**src/rtl/evq_pkg.sv**
```systemverilog
package evq_pkg;
  typedef enum logic [1:0] {ST_IDLE, ST_SEND, ST_WAIT} evq_state_e;

  // Busy window closes on done, or once elapsed+1 reaches limit (limit 0 acts as 1).
  function automatic logic window_over(input logic [31:0] elapsed,
                                       input logic [31:0] limit,
                                       input logic        fin);
    return fin || ((elapsed + 32'd1) >= limit);
  endfunction

  function automatic logic at_top(input logic [31:0] value, input int unsigned width);
    return value == ((32'd1 << width) - 32'd1);
  endfunction
endpackage

```
**src/rtl/evq_fifo.sv**
```systemverilog
module evq_fifo #(
  parameter int DEPTH = 16,
  parameter int W     = 8
) (
  input  logic         clk,
  input  logic         rst_n,
  input  logic         push,
  input  logic [W-1:0] push_data,
  input  logic         pop,
  output logic [W-1:0] pop_data,
  output logic         empty,
  output logic         full
);
  localparam int AW = (DEPTH > 1) ? $clog2(DEPTH) : 1;
  localparam int CW = AW + 1;

  logic [W-1:0]  mem [DEPTH];
  logic [AW-1:0] wr_ptr, rd_ptr;
  logic [CW-1:0] count;

  function automatic logic [AW-1:0] next_ptr(input logic [AW-1:0] p);
    return (32'(p) == DEPTH - 1) ? '0 : p + 1'b1;
  endfunction

  assign empty    = (count == '0);
  assign full     = (32'(count) == DEPTH);
  assign pop_data = mem[rd_ptr];

  always_ff @(posedge clk) begin
    if (push) mem[wr_ptr] <= push_data;
  end

  always_ff @(posedge clk) begin
    if (!rst_n) begin
      wr_ptr <= '0;
      rd_ptr <= '0;
      count  <= '0;
    end else begin
      if (push) wr_ptr <= next_ptr(wr_ptr);
      if (pop)  rd_ptr <= next_ptr(rd_ptr);
      case ({push, pop})
        2'b10:   count <= count + 1'b1;
        2'b01:   count <= count - 1'b1;
        default: count <= count;
      endcase
    end
  end


  no_overflow_chk: assert property (@(posedge clk) disable iff (!rst_n)
    full |-> !push);

  no_underflow_chk: assert property (@(posedge clk) disable iff (!rst_n)
    pop |-> !empty);

  depth_bound_chk: assert property (@(posedge clk) disable iff (!rst_n)
    32'(count) <= DEPTH);
endmodule

```
**src/rtl/evq_sat_cnt.sv**
```systemverilog
module evq_sat_cnt #(
  parameter int W = 8
) (
  input  logic         clk,
  input  logic         rst_n,
  input  logic         inc,
  output logic [W-1:0] value
);
  logic top;
  assign top = evq_pkg::at_top(32'(value), W);

  always_ff @(posedge clk) begin
    if (!rst_n)          value <= '0;
    else if (inc && !top) value <= value + 1'b1;
  end


  sat_hold_chk: assert property (@(posedge clk) disable iff (!rst_n)
    top |=> (value == $past(value)));

  step_chk: assert property (@(posedge clk) disable iff (!rst_n)
    (inc && !top) |=> (value == $past(value) + 1'b1));
endmodule

```
**src/rtl/evq_sequencer.sv**
```systemverilog
module evq_sequencer
  import evq_pkg::*;
#(
  parameter int CMD_W = 8,
  parameter int EVN_W = 16,
  parameter int TO_W  = 16
) (
  input  logic             clk,
  input  logic             rst_n,
  input  logic             trig_req,
  input  logic [CMD_W-1:0] trig_cmd,
  input  logic             q_empty,
  input  logic [CMD_W-1:0] q_cmd,
  input  logic [TO_W-1:0]  timeout,
  input  logic             done,
  input  logic             msg_ready,
  output logic             q_pop,
  output logic             trig_skip,
  output logic             msg_valid,
  output logic [CMD_W-1:0] msg_cmd,
  output logic             msg_trig,
  output logic [EVN_W-1:0] msg_evnum,
  output logic             busy
);
  evq_state_e      st;
  logic [TO_W-1:0] wait_cnt;
  logic            trig_take, accept, wait_end, idle;

  assign idle = (st == ST_IDLE);

  always_comb begin
    trig_take = trig_req && idle;
    trig_skip = trig_req && !idle;
    q_pop     = idle && !trig_req && !q_empty;
    accept    = (st == ST_SEND) && msg_ready;
    wait_end  = (st == ST_WAIT) && window_over(32'(wait_cnt), 32'(timeout), done);
  end

  assign msg_valid = (st == ST_SEND);
  assign busy      = !idle;

  always_ff @(posedge clk) begin
    if (!rst_n) begin
      st        <= ST_IDLE;
      msg_cmd   <= '0;
      msg_trig  <= 1'b0;
      msg_evnum <= '0;
      wait_cnt  <= '0;
    end else begin
      case (st)
        ST_IDLE: begin
          if (trig_take) begin
            msg_cmd  <= trig_cmd;
            msg_trig <= 1'b1;
            st       <= ST_SEND;
          end else if (q_pop) begin
            msg_cmd  <= q_cmd;
            msg_trig <= 1'b0;
            st       <= ST_SEND;
          end
        end
        ST_SEND: begin
          if (accept) begin
            msg_evnum <= msg_evnum + 1'b1;
            wait_cnt  <= '0;
            st        <= ST_WAIT;
          end
        end
        ST_WAIT: begin
          if (wait_end) st <= ST_IDLE;
          else          wait_cnt <= wait_cnt + 1'b1;
        end
        default: st <= ST_IDLE;
      endcase
    end
  end


  hold_chk: assert property (@(posedge clk) disable iff (!rst_n)
    (msg_valid && !msg_ready) |=> (msg_valid && $stable(msg_cmd) &&
                                   $stable(msg_trig) && $stable(msg_evnum)));

  evnum_step_chk: assert property (@(posedge clk) disable iff (!rst_n)
    (msg_valid && msg_ready) |=> (msg_evnum == $past(msg_evnum) + 1'b1));

  evnum_still_chk: assert property (@(posedge clk) disable iff (!rst_n)
    !(msg_valid && msg_ready) |=> $stable(msg_evnum));

  busy_after_accept_chk: assert property (@(posedge clk) disable iff (!rst_n)
    (msg_valid && msg_ready) |=> (busy && !msg_valid));

  skip_no_msg_chk: assert property (@(posedge clk) disable iff (!rst_n)
    (trig_skip && !msg_valid) |=> !msg_valid);
endmodule

```
**src/rtl/evq_ctrl.sv**
```systemverilog
module evq_ctrl #(
  parameter int CMD_W = 8,
  parameter int EVN_W = 16,
  parameter int DEPTH = 16,
  parameter int CNT_W = 8,
  parameter int TO_W  = 16
) (
  input  logic             clk,
  input  logic             rst_n,
  input  logic             trig_req,
  input  logic [CMD_W-1:0] trig_cmd,
  input  logic             q_req,
  input  logic [CMD_W-1:0] q_cmd,
  input  logic [TO_W-1:0]  timeout,
  input  logic             done,
  input  logic             msg_ready,
  output logic             msg_valid,
  output logic [CMD_W-1:0] msg_cmd,
  output logic             msg_trig,
  output logic [EVN_W-1:0] msg_evnum,
  output logic             busy,
  output logic [CNT_W-1:0] skip_cnt,
  output logic [CNT_W-1:0] drop_cnt
);
  localparam int NCNT = 2;

  logic             q_full, q_empty, q_push, q_drop, q_pop, trig_skip;
  logic [CMD_W-1:0] q_head;
  logic [NCNT-1:0]  cnt_ev;
  logic [CNT_W-1:0] cnt_val [NCNT];

  assign q_push = q_req && !q_full;
  assign q_drop = q_req && q_full;

  evq_fifo #(.DEPTH(DEPTH), .W(CMD_W)) u_queue (
    .clk(clk), .rst_n(rst_n),
    .push(q_push), .push_data(q_cmd),
    .pop(q_pop), .pop_data(q_head),
    .empty(q_empty), .full(q_full)
  );

  evq_sequencer #(.CMD_W(CMD_W), .EVN_W(EVN_W), .TO_W(TO_W)) u_seq (
    .clk(clk), .rst_n(rst_n),
    .trig_req(trig_req), .trig_cmd(trig_cmd),
    .q_empty(q_empty), .q_cmd(q_head),
    .timeout(timeout), .done(done), .msg_ready(msg_ready),
    .q_pop(q_pop), .trig_skip(trig_skip),
    .msg_valid(msg_valid), .msg_cmd(msg_cmd), .msg_trig(msg_trig),
    .msg_evnum(msg_evnum), .busy(busy)
  );

  assign cnt_ev = {q_drop, trig_skip};

  for (genvar gi = 0; gi < NCNT; gi++) begin : g_cnt
    evq_sat_cnt #(.W(CNT_W)) u_cnt (
      .clk(clk), .rst_n(rst_n), .inc(cnt_ev[gi]), .value(cnt_val[gi])
    );
  end

  assign skip_cnt = cnt_val[0];
  assign drop_cnt = cnt_val[1];


  trig_priority_chk: assert property (@(posedge clk) disable iff (!rst_n)
    (trig_req && !busy) |=> (msg_valid && msg_trig && msg_cmd == $past(trig_cmd)));

  same_cycle_store_chk: assert property (@(posedge clk) disable iff (!rst_n)
    (trig_req && !busy && q_req && !q_full) |=> !q_empty);

  skip_count_chk: assert property (@(posedge clk) disable iff (!rst_n)
    (trig_req && busy) |-> trig_skip);
endmodule

```
**config.mk**
```make
export PLATFORM = sky130hd
export DESIGN_NAME = evq_ctrl
export DESIGN_NICKNAME = d
export VERILOG_FILES = /design/src/rtl/evq_pkg.sv /design/src/rtl/evq_fifo.sv /design/src/rtl/evq_sat_cnt.sv /design/src/rtl/evq_sequencer.sv /design/src/rtl/evq_ctrl.sv
export SDC_FILE = /design/constraint.sdc
export NUM_CORES = 1
export LEC_CHECK = 0
export ABC_CLOCK_PERIOD_IN_PS = 5300
export BUFFER_PORTS_ARGS = -buffer_cell sky130_fd_sc_hd__buf_2
export CAP_MARGIN = 20
export CORE_AREA = 3 3 129 131
export DETAILED_ROUTE_END_ITERATION = 8
export DIE_AREA = 0 0 132 134
export PLACE_DENSITY_LB_ADDON = 0.15
export SLEW_MARGIN = 10
export SYNTH_ARGS = -nofsm -noshare
export SYNTH_HDL_FRONTEND = slang
export SYNTH_SLANG_ARGS = --single-unit
```
**constraint.sdc**
```tcl
create_clock -name clk -period 5.3 [get_ports clk]
set_input_delay 0.53 -clock clk [delete_from_list [all_inputs] [get_ports clk]]
set_output_delay 0.53 -clock clk [all_outputs]
set_load 0.03 [all_outputs]
```
==> results of run 1 <==
==> worst max-delay path: stages (launching register included) <==
cell and delay [ns]:
dfxtp_1 0.40, nand2_1 0.11, or4_4 0.60, or3_4 0.42, or2_1 0.27, xnor2_1 0.13
ha_1 0.28, nand4_1 0.13, nor3_1 0.09, o31ai_1 0.47, nand3_1 0.61, or3_2 0.63
a31oi_1 0.16
==> kinds of logic after synthesis <==
kind of cell    after synthesis
flops                       204
xor+xnor                     46
simple gates                230
buf+inv                      64
compound gates               81
mux                          44
fa+ha+maj                    33
==> power groups by stage <==
stage	Clock (mW)	Sequential [mW]	Combinational, mW
floorplan	0	1.90	0.622
global placement	0	1.88	0.824
detailed placement	0	1.88	0.847
CTS	1.54	1.85	0.851
global route	1.61	1.86	0.928
finish	1.52	1.85	0.850
==> stage by stage <==
stage | cells | hold WS, ns | utilization | total power [mW] | instance area, µm²
floorplan | 702 | 0.470 | - | 2.52 | 9100
global placement | 969 | 0.480 | 0.612 | 2.70 | 9610
detailed placement | 969 | 0.479 | 0.612 | 2.73 | 9610
CTS | 1008 | 0.261 | 0.659 | 4.24 | 10300
global route | 1009 | 0.281 | 0.660 | 4.40 | 10400
finish | 1009 | 0.277 | 0.660 | 4.22 | 10400
==> layer usage <==
layer,vias up,global-route usage
li1,2783,-
met1,2931,0.288
met2,189,0.381
met3,27,0.0401
met4,0,0.0449
met5,-,0
==> registers in the layout, indices dropped and copies added (netlist names), 2 cells and up, named ones only <==
signal and flops:
g_cnt.u_cnt.value 16, u_queue.count 5, u_queue.mem 128, u_queue.rd_ptr 4, u_queue.wr_ptr 4, u_seq.msg_cmd 8
u_seq.msg_evnum 16, u_seq.st 2, u_seq.wait_cnt 16
==> placed cells by master (no fill, tap or decap), types with 4 or more instances in the layout <==
master     count
nor3_1        12
edfxtp_1     128
clkinv_1       4
a21oi_1       26
ha_1          32
buf_2         80
or3_1         18
mux4_2        40
clkbuf_1       4
and3_1         9
o211ai_1       5
nor2_1        69
clkbuf_16     23
dfxtp_1       74
mux2i_1        4
o21ai_0       15
nand4_1       12
inv_1         29
xnor2_1       18
a31oi_1        8
nand3_1       32
nand2_1       45
nor4_1         4
nand2b_1       5
a222oi_1       6
xor2_1        28
buf_4          5
==> final cells by class <==
class | instances | area share
Sequential cell | 204 | 0.518
Clock inverter | 11 | 0.0127
Inverter | 30 | 0.0109
Tap cell | 216 | 0.0261
Multi-Input combinational cell | 434 | 0.330
Clock buffer | 28 | 0.0583
Timing Repair Buffer | 86 | 0.0442
==> worst max path at each step <==
stage / to / slack (ns)
2_1_floorplan: u_seq.wait_cnt[9] / 1.60
3_3_place_gp: u_seq.wait_cnt[9] / 1.07
3_5_place_dp: u_seq.wait_cnt[9] / 0.96
4_1_cts: u_seq.wait_cnt[9] / 0.95
5_1_grt: u_seq.wait_cnt[9] / 0.59
6_report: u_seq.wait_cnt[9] / 0.92
==> reports/metrics.yaml, run 1 <==
finalHoldViolations: 0
crit_arrival_ns: 4.81
holdPathStages: 3
fillers: 1197
synth_area_mm2: 0.00910
cellLeakagePower_nw: 3.73
cp-end-kind: "flop"
r2r_cells: 12
drt-initial-drc-count: 496
htree_levels: 1
drtAntennaViolNets: 0
r2r-end: "u_seq.wait_cnt[9]"
period_share: 0.826
relSlewSlack: 0.366
wl_met1_mm: 8.05
clkTransAtPathRegs_ns: 0.06
grt_max_degree: 66
synth_top_family_by_area: "simple AND/OR/NAND/NOR gates"
cts_tree: "done"
synth_adder_area_share: 0.0462
setup-tns-final_ns: 0
met2_length_mm: 9.52
preCtsSetupSlack_ns: 0.965
synth_xor_area_frac: 0.0443
synth_area_per_cell_um2: 13.0
grt_antenna_before_repair: 0
io_buffers: 80
max_cap_viol_count: 0
timing.rr.start: "u_seq.wait_cnt[0]"
p_int_mw: 3.02
hp-class: "in2reg"
die_x_um: 132
clock_latency_ns: 0.51
yosysWarnings: 0
synth-simple-area-share: 0.125
p_seq_frac: 0.439
n_antenna_cell: 0
postRouteWirelength_mm: 19.0
numCtsBuffers: 22
drtPass1Iterations: 5
met3WireLength_mm: 1.08
grt_pass1_wl_mm: 31.1
clkPwrFrac: 0.360
top_layer_used: "met4"
io_pins: 81
cts.sinks: 204
hp-start: "trig_cmd[7]"
crit_start: "u_seq.wait_cnt[0]"
ff_latch_area_mm2: 0.00537
synth_most_common_cell: "edfxtp_1"
fp-row-count: 46
ys_seq_elements: 204
rsz0062_at_grt: "false"
slew_violations: 0
post-cts-setup-buffer-count: 0
postCtsHoldBufs: 0
drive_gt1_frac: 0.212
sw_frac_of_total: 0.283
dp_hpwl_mm: 13.0
first_global_vias: 6025
synth_area_leaders: "edfxtp_1 42%, dfxtp_1 17%, mux4_2 9.9%"
synth_commonest_cells: "128 x edfxtp_1, 76 x dfxtp_1, 69 x nor2_1, 45 x nand2_1, 40 x mux4_2"
syn_to_final_growth_pct: 14.0
start_kind: "flop"
syn-num-nets: 773
crit_type: "reg2reg"
nNetsFinal: 849
power_density_mw_per_mm2: 407
synth_compound_area_frac: 0.0578
vias: 5930
clock_skew_ns: 0.0200
multiInputGateArea_mm2: 0.00342
core_mm2: 0.0157
root_buffer: "clkbuf_16"
start_util: 0.579
via_per_inst: 5.88
ir_drop_mv: 0.329
fmax_mhz: 228
yosysSeqAreaShare: 0.590
grtUsageTotal: 0.218
cts_resized: 0
yosysUniqueCellTypes: 60
p_sw_mw: 1.19
drc: 0
gp_congestion: 0.842
synth_edf_count: 128
layout_setup_ws_ns: 0.922
hold_path_end: "u_seq.msg_cmd[7]"
p_comb_frac: 0.202
synthCells: 702
worst_slew_pin_slew_ns: 0.947
cts_buffer_depth: 3
die_h_um: 134
grt_overflow: 0
post_drt_wl_per_cell_um: 18.8
synthFlopType: "edfxtp_1"
path_max_fanout: 18
status: "finished, final reports clean"
reg2reg_setup_slack_ns: 0.92
setup_viol: 0
period_minus_slack_ns: 4.38
synth_area_leader_cell: "edfxtp_1"
synth_top_area_share: 0.422
cp.required_ns: 5.73
synth_mux_area_frac: 0.103
die_area_mm2: 0.0177
ys_async_sr_fraction: 0
No activity file was read; power rests on OpenSTA's default activity.
==> run 2: changes to the inputs <==
- ABC_CLOCK_PERIOD_IN_PS: 5300 -> 3500
- CORE_AREA: 3 3 129 131 -> 3 3 134 136
- DIE_AREA: 0 0 132 134 -> 0 0 137 139
- clock period: 5.3 -> 3.5 ns (I/O delays scaled with it)
==> reports/metrics.yaml, run 2 (synthesized netlist as in run 1, its figures left out) <==
power.total_mw: 6.26  # +49%
ir_drop_mv: 0.521  # +58%
drc: 0  # unchanged
clock_skew_ns: 0.00784  # -0.0121 ns
n_antenna_cell: 0  # unchanged
hp-class: "in2reg"
cts_buffer_depth: 3  # unchanged
post_drt_wl_per_cell_um: 18.5  # -1.7%
final_common_cell: "edfxtp_1"
cp.required_ns: 3.90  # -1.83 ns
crit_arrival_ns: 3.90  # -0.91 ns
root_buffer: "clkbuf_16"
cts_tree: "done"
fin_cells: 1051  # +4.2%
post-route-util: 0.628  # -0.0322
numCtsBuffers: 21  # -4.5%
io_buffers: 80  # unchanged
preCtsSetupSlack_ns: -0.0509  # -1.02 ns
clock_latency_ns: 0.49  # -0.02 ns
regMostFlops: "u_queue.mem"
clkTransAtPathRegs_ns: 0.06  # about the same
largest_reg_flops: 128  # unchanged
die_area_mm2: 0.0190  # +7.7%
placed_cells_incl_taps: 1009  # +4.1%
max_cap_viol_count: 0  # unchanged
crit_type: "reg2reg"
drtAntennaViolNets: 0  # unchanged
violations: "setup timing"
path_max_fanout: 3  # -15
grtUsageTotal: 0.204  # -0.0136
core_mm2: 0.0171  # +8.6%
vias: 6010  # +1.3%
htree_levels: 1  # unchanged
grt_max_degree: 41  # -38%
die_x_um: 137  # +3.8%
cts.sinks: 204  # unchanged
final_cell_mix: "128 x edfxtp_1, 80 x buf_2, 69 x dfxtp_1"
grt_pass1_wl_mm: 31.0  # -0.38%
io_pins: 81  # unchanged
whs_ns: 0.128  # -0.149 ns
drtPass1Iterations: 5  # unchanged
cellLeakagePower_nw: 3.94  # +5.7%
fmax_mhz: 286  # +25%
rsz0062_at_grt: "true"
cp-end-kind: "flop"
drt-initial-drc-count: 431  # -13%
power_density_mw_per_mm2: 585  # +44%
r2r_cells: 14  # +2
setup_viol: 1  # +1
syn_to_final_growth_pct: 17.7
holdPathStages: 3  # unchanged
slew_violations: 0  # unchanged
nNetsFinal: 882  # +3.9%
fp-row-count: 48  # +4.3%
layout_setup_ws_ns: -0.000843  # -0.923 ns
worst_slew_pin_slew_ns: 0.850  # -0.0970 ns
status: "finished with violations"
via_per_inst: 5.72  # -2.7%
start_util: 0.533  # -0.0456
start_kind: "flop"
finalHoldViolations: 0  # unchanged
relSlewSlack: 0.431  # +0.0649
period_share: 1.00  # +0.174
grt_antenna_before_repair: 1  # +1
drive_gt1_frac: 0.270  # +0.0581
first_global_vias: 6047  # +0.37%
gp_congestion: 0.815  # -3.2%
period_minus_slack_ns: 3.50  # -0.877 ns
dp_hpwl_mm: 13.7  # +5.1%
postRouteWirelength_mm: 19.5  # +2.4%
grt_overflow: 0  # unchanged
die_h_um: 139  # +3.7%
[run 2: cell count changes in the layout (fill, tap and decap cells not counted), sizes merged]
cell	previous run	this run
buf	86	120
clkbuf	28	31
clkinv	8	5
bufinv	2	1
clkinvlp	1	0
inv	30	31
[run 2: layout make-up]
class                           instances  area (µm²)
Fill cell                            1308        6350
Sequential cell                       204        5370
Multi-Input combinational cell        434        3560
Timing Repair Buffer                  120         724
Clock buffer                           31         593
Tap cell                              225         282
Inverter                               30         113
Clock inverter                          7        61.3
[run 2: path summary, 6_finish.rpt]
kind	start	to	slack [ns]
min reg2reg	u_seq.msg_evnum[1]	u_seq.msg_evnum[1]	0.51
max reg2reg	u_seq.wait_cnt[5]	u_seq.wait_cnt[6]	-0.0008
min	trig_cmd[7]	u_seq.msg_cmd[7]	0.13
max	u_seq.wait_cnt[5]	u_seq.wait_cnt[6]	-0.0008
[run 2: worst max-delay path, cell delays in order, from the launching register on]
cell	delay, ns
dfxtp_2	0.34
nand2_2	0.06
or4_4	0.54
or3_4	0.35
or2_4	0.25
xnor2_2	0.13
ha_1	0.29
nand4_1	0.20
nor3_4	0.32
a32oi_2	0.18
buf_4	0.17
buf_6	0.11
a41oi_2	0.18
o21ai_1	0.08
a21oi_1	0.22
[run 2: routing by layer]
metal / GRT usage / vias up / share of wire
li1: - / 2850 / -
met1: 0.267 / 2988 / 0.41
met2: 0.355 / 130 / 0.52
met3: 0.0334 / 40 / 0.050
met4: 0.0499 / 2 / 0.024
met5: 0 / - / 0.00067
[run 2: stage by stage]
step | cell area (µm²) | TNS [ns]
2_1_floorplan | 9130 | 0
4_1_cts | 10600 | -0.0576
3_5_place_dp | 9900 | -0.208
3_3_place_gp | 9900 | 0
6_report | 10700 | -0.000843
5_1_grt | 10700 | -0.954
[run 2: power breakdown]
part	switching [mW]	internal, mW	total, mW
Combinational	0.773	0.583	1.36
Sequential	0.127	2.67	2.80
Clock	0.861	1.25	2.11
[run 2: what timing repair did]
action / 4_1_cts / 5_1_grt
hold endpoints to repair: 0 / 0
endpoints found under the setup margin: 8 / 18
buffers inserted: 1 / 3
hold buffers: 0 / 0
pin swaps: 0 / 12
gates resized for setup: 4 / 29
==> run 3: changes to the inputs <==
- CAP_MARGIN: 20 -> unset
- CORE_AREA: 3 3 134 136 -> 3 3 136 138
- DIE_AREA: 0 0 137 139 -> 0 0 139 141
- REMOVE_ABC_BUFFERS: unset -> 1
- SYNTH_HIERARCHICAL: unset -> 1
==> reports/metrics.yaml, run 3 <==
drtPass1Iterations: 5  # unchanged
synth_edf_count: 128  # unchanged
drive_gt1_frac: 0.195  # -0.0745
postRouteWirelength_mm: 19.8  # +2.0%
finalHoldViolations: 0  # unchanged
regMostFlops: "u_queue/mem"
cts_buffer_depth: 3  # unchanged
status: "finished, final reports clean"
core_mm2: 0.0173  # +1.4%
ys_async_sr_fraction: 0  # unchanged
vias: 6234  # +3.7%
drt-initial-drc-count: 335  # -22%
grt_overflow: 0  # unchanged
die_h_um: 141  # +1.4%
start_kind: "flop"
start_util: 0.540  # +0.00648
ys_seq_elements: 204  # unchanged
cts.sinks: 204  # unchanged
grt_pass1_wl_mm: 31.9  # +3.0%
largest_reg_flops: 128  # unchanged
synth_top_area_share: 0.412  # -0.0109
synth_area_leaders: "edfxtp_1 41%, dfxtp_1 16%, mux4_1 4.5%"
fp-row-count: 48  # unchanged
synthCells: 731  # +4.1%
die_x_um: 139  # +1.5%
n_antenna_cell: 0  # unchanged
fmax_mhz: 303  # +6.2%
htree_levels: 1  # unchanged
synth_area_per_cell_um2: 12.8  # -1.4%
power_density_mw_per_mm2: 581  # -0.59%
via_per_inst: 5.89  # +2.9%
clock_skew_ns: 0.0165  # +0.00869 ns
yosysUniqueCellTypes: 66  # +10%
met3WireLength_mm: 1.15  # +19%
slew_violations: 0  # unchanged
final_cell_mix: "128 x edfxtp_1, 80 x buf_2, 75 x dfxtp_1"
root_buffer: "clkbuf_16"
post_drt_wl_per_cell_um: 18.7  # +1.2%
relSlewSlack: 0.355  # -0.0760
cts_tree: "done"
syn_to_final_growth_pct: 13.7
period_share: 0.942  # -0.0584
first_global_vias: 6064  # +0.28%
setup-tns-final_ns: 0  # +0.000843 ns
ir_drop_mv: 0.466  # -11%
clkTransAtPathRegs_ns: 0.06  # about the same
dp_hpwl_mm: 13.9  # +1.4%
synthFlopType: "edfxtp_1"
io_pins: 81  # unchanged
final_common_cell: "edfxtp_1"
grt_max_degree: 50  # +22%
wl_met1_mm: 8.57  # +7.9%
yosysWarnings: 6  # +6
crit_arrival_ns: 3.67  # -0.23 ns
nNetsFinal: 886  # +0.45%
path_max_fanout: 12  # +9
crit_type: "reg2reg"
synth_area_mm2: 0.00934  # +2.6%
grtUsageTotal: 0.199  # -0.00528
cp.required_ns: 3.87  # -0.03 ns
met2_length_mm: 9.60  # -4.7%
numCtsBuffers: 22  # +4.8%
postCtsHoldBufs: 0  # unchanged
whs_ns: 0.164  # +0.0357 ns
drc: 0  # unchanged
synth_commonest_cells: "128 x edfxtp_1, 76 x dfxtp_1, 56 x nand2_1, 48 x nor2_1, 30 x a21oi_1"
period_minus_slack_ns: 3.30  # -0.204 ns
top_layer_used: "met4"
io_buffers: 80  # unchanged
post-route-util: 0.614  # -0.0136
cellLeakagePower_nw: 4.06  # +2.9%
max_cap_viol_count: 0  # unchanged
die_area_mm2: 0.0196  # +2.9%
gp_congestion: 0.906  # +11%
hp-class: "in2reg"
drtAntennaViolNets: 0  # unchanged
cp-end-kind: "flop"
synth_most_common_cell: "edfxtp_1"
yosysSeqAreaShare: 0.574  # -0.0152
setup_viol: 0  # -1
synth_area_leader_cell: "edfxtp_1"
clock_latency_ns: 0.51  # +0.02 ns
reg2reg_setup_slack_ns: 0.20  # +0.20 ns
grt_antenna_before_repair: 0  # -1
rsz0062_at_grt: "false"
worst_slew_pin_slew_ns: 0.967  # +0.117 ns
==> run 3: changes by cell type after synthesis, moves of 7 or more <==
cell     previous run  this run
mux4_2             40        16
nor2_1             69        48
a22oi_1             0        19
and2_1              3        21
mux4_1              0        16
or3_1              18         6
nand2_1            45        56
nor3_1             12         5
xnor2_1            18        11
==> run 3: kinds of logic (layout without fill, tap and decap cells) <==
group / count (synthesis) / count (layout) / synth area share
adder cells (fa/ha/maj): 29 / 29 / 0.0389
AO/OA/AOI/OAI: 118 / 119 / 0.0856
buffers and inverters: 59 / 161 / 0.0311
flip-flops: 204 / 204 / 0.574
XOR/XNOR: 34 / 34 / 0.0319
multiplexers: 41 / 41 / 0.0932
AND/OR/NAND/NOR: 246 / 246 / 0.145
==> run 3: per-stage QoR <==
stage          total power, mW  instances  cell area (µm²)  worst slack (ns)
2_1_floorplan             3.73        699             9150             0.322
3_3_place_gp              4.10       1017             9930             0.241
3_5_place_dp              4.14       1017             9930            0.0802
6_report                  6.18       1059            10600             0.204
5_1_grt                   6.49       1059            10600            0.0161
4_1_cts                   6.25       1056            10600            0.0602
==> run 3: final cells by class <==
| type | count | area (µm²) |
|---|---|---|
| multi-input combinational | 469 | 3700 |
| timing repair buffer | 95 | 513 |
| tap | 225 | 282 |
| clock inverter | 9 | 65.1 |
| sequential | 204 | 5370 |
| fill | 1346 | 6680 |
| clock buffer | 30 | 591 |
| inverter | 27 | 101 |
==> run 3: repair_timing <==
item | 4_1_cts | 5_1_grt
endpoints found under the setup margin | 0 | 13
gates resized for setup | 0 | 5
setup buffers | 0 | 2
==> run 3: worst max-delay path, stage by stage, from the launching register on <==
cell	delay, ns
dfxtp_1	0.38
ha_2	0.25
nand3_2	0.10
or2_4	0.30
nor2_2	0.15
xnor2_1	0.13
ha_1	0.26
a21o_1	0.19
a2111oi_2	0.36
o31a_1	0.35
o211ai_4	0.21
buf_4	0.21
a21oi_1	0.15
o22ai_1	0.12
==> run 3: worst paths after layout <==
check                                        from                 to  depth (start not counted)
worst min-delay path                  trig_cmd[6]   u_seq/msg_cmd[6]                          3
worst max register to register  u_seq/wait_cnt[1]  u_seq/wait_cnt[3]                         13
worst min register to register     u_seq/msg_trig     u_seq/msg_trig                          2
worst max-delay path            u_seq/wait_cnt[1]  u_seq/wait_cnt[3]                         13
==> run 3: per-layer routing <==
metal,vias up,track usage
li1,2963,-
met1,3025,0.262
met2,208,0.340
met3,38,0.0370
met4,0,0.0577
met5,-,0
==> run 3: report_power, final <==
part	internal, mW	switching, mW
logic	0.526	0.709
clock network	1.19	0.897
registers	2.69	0.158
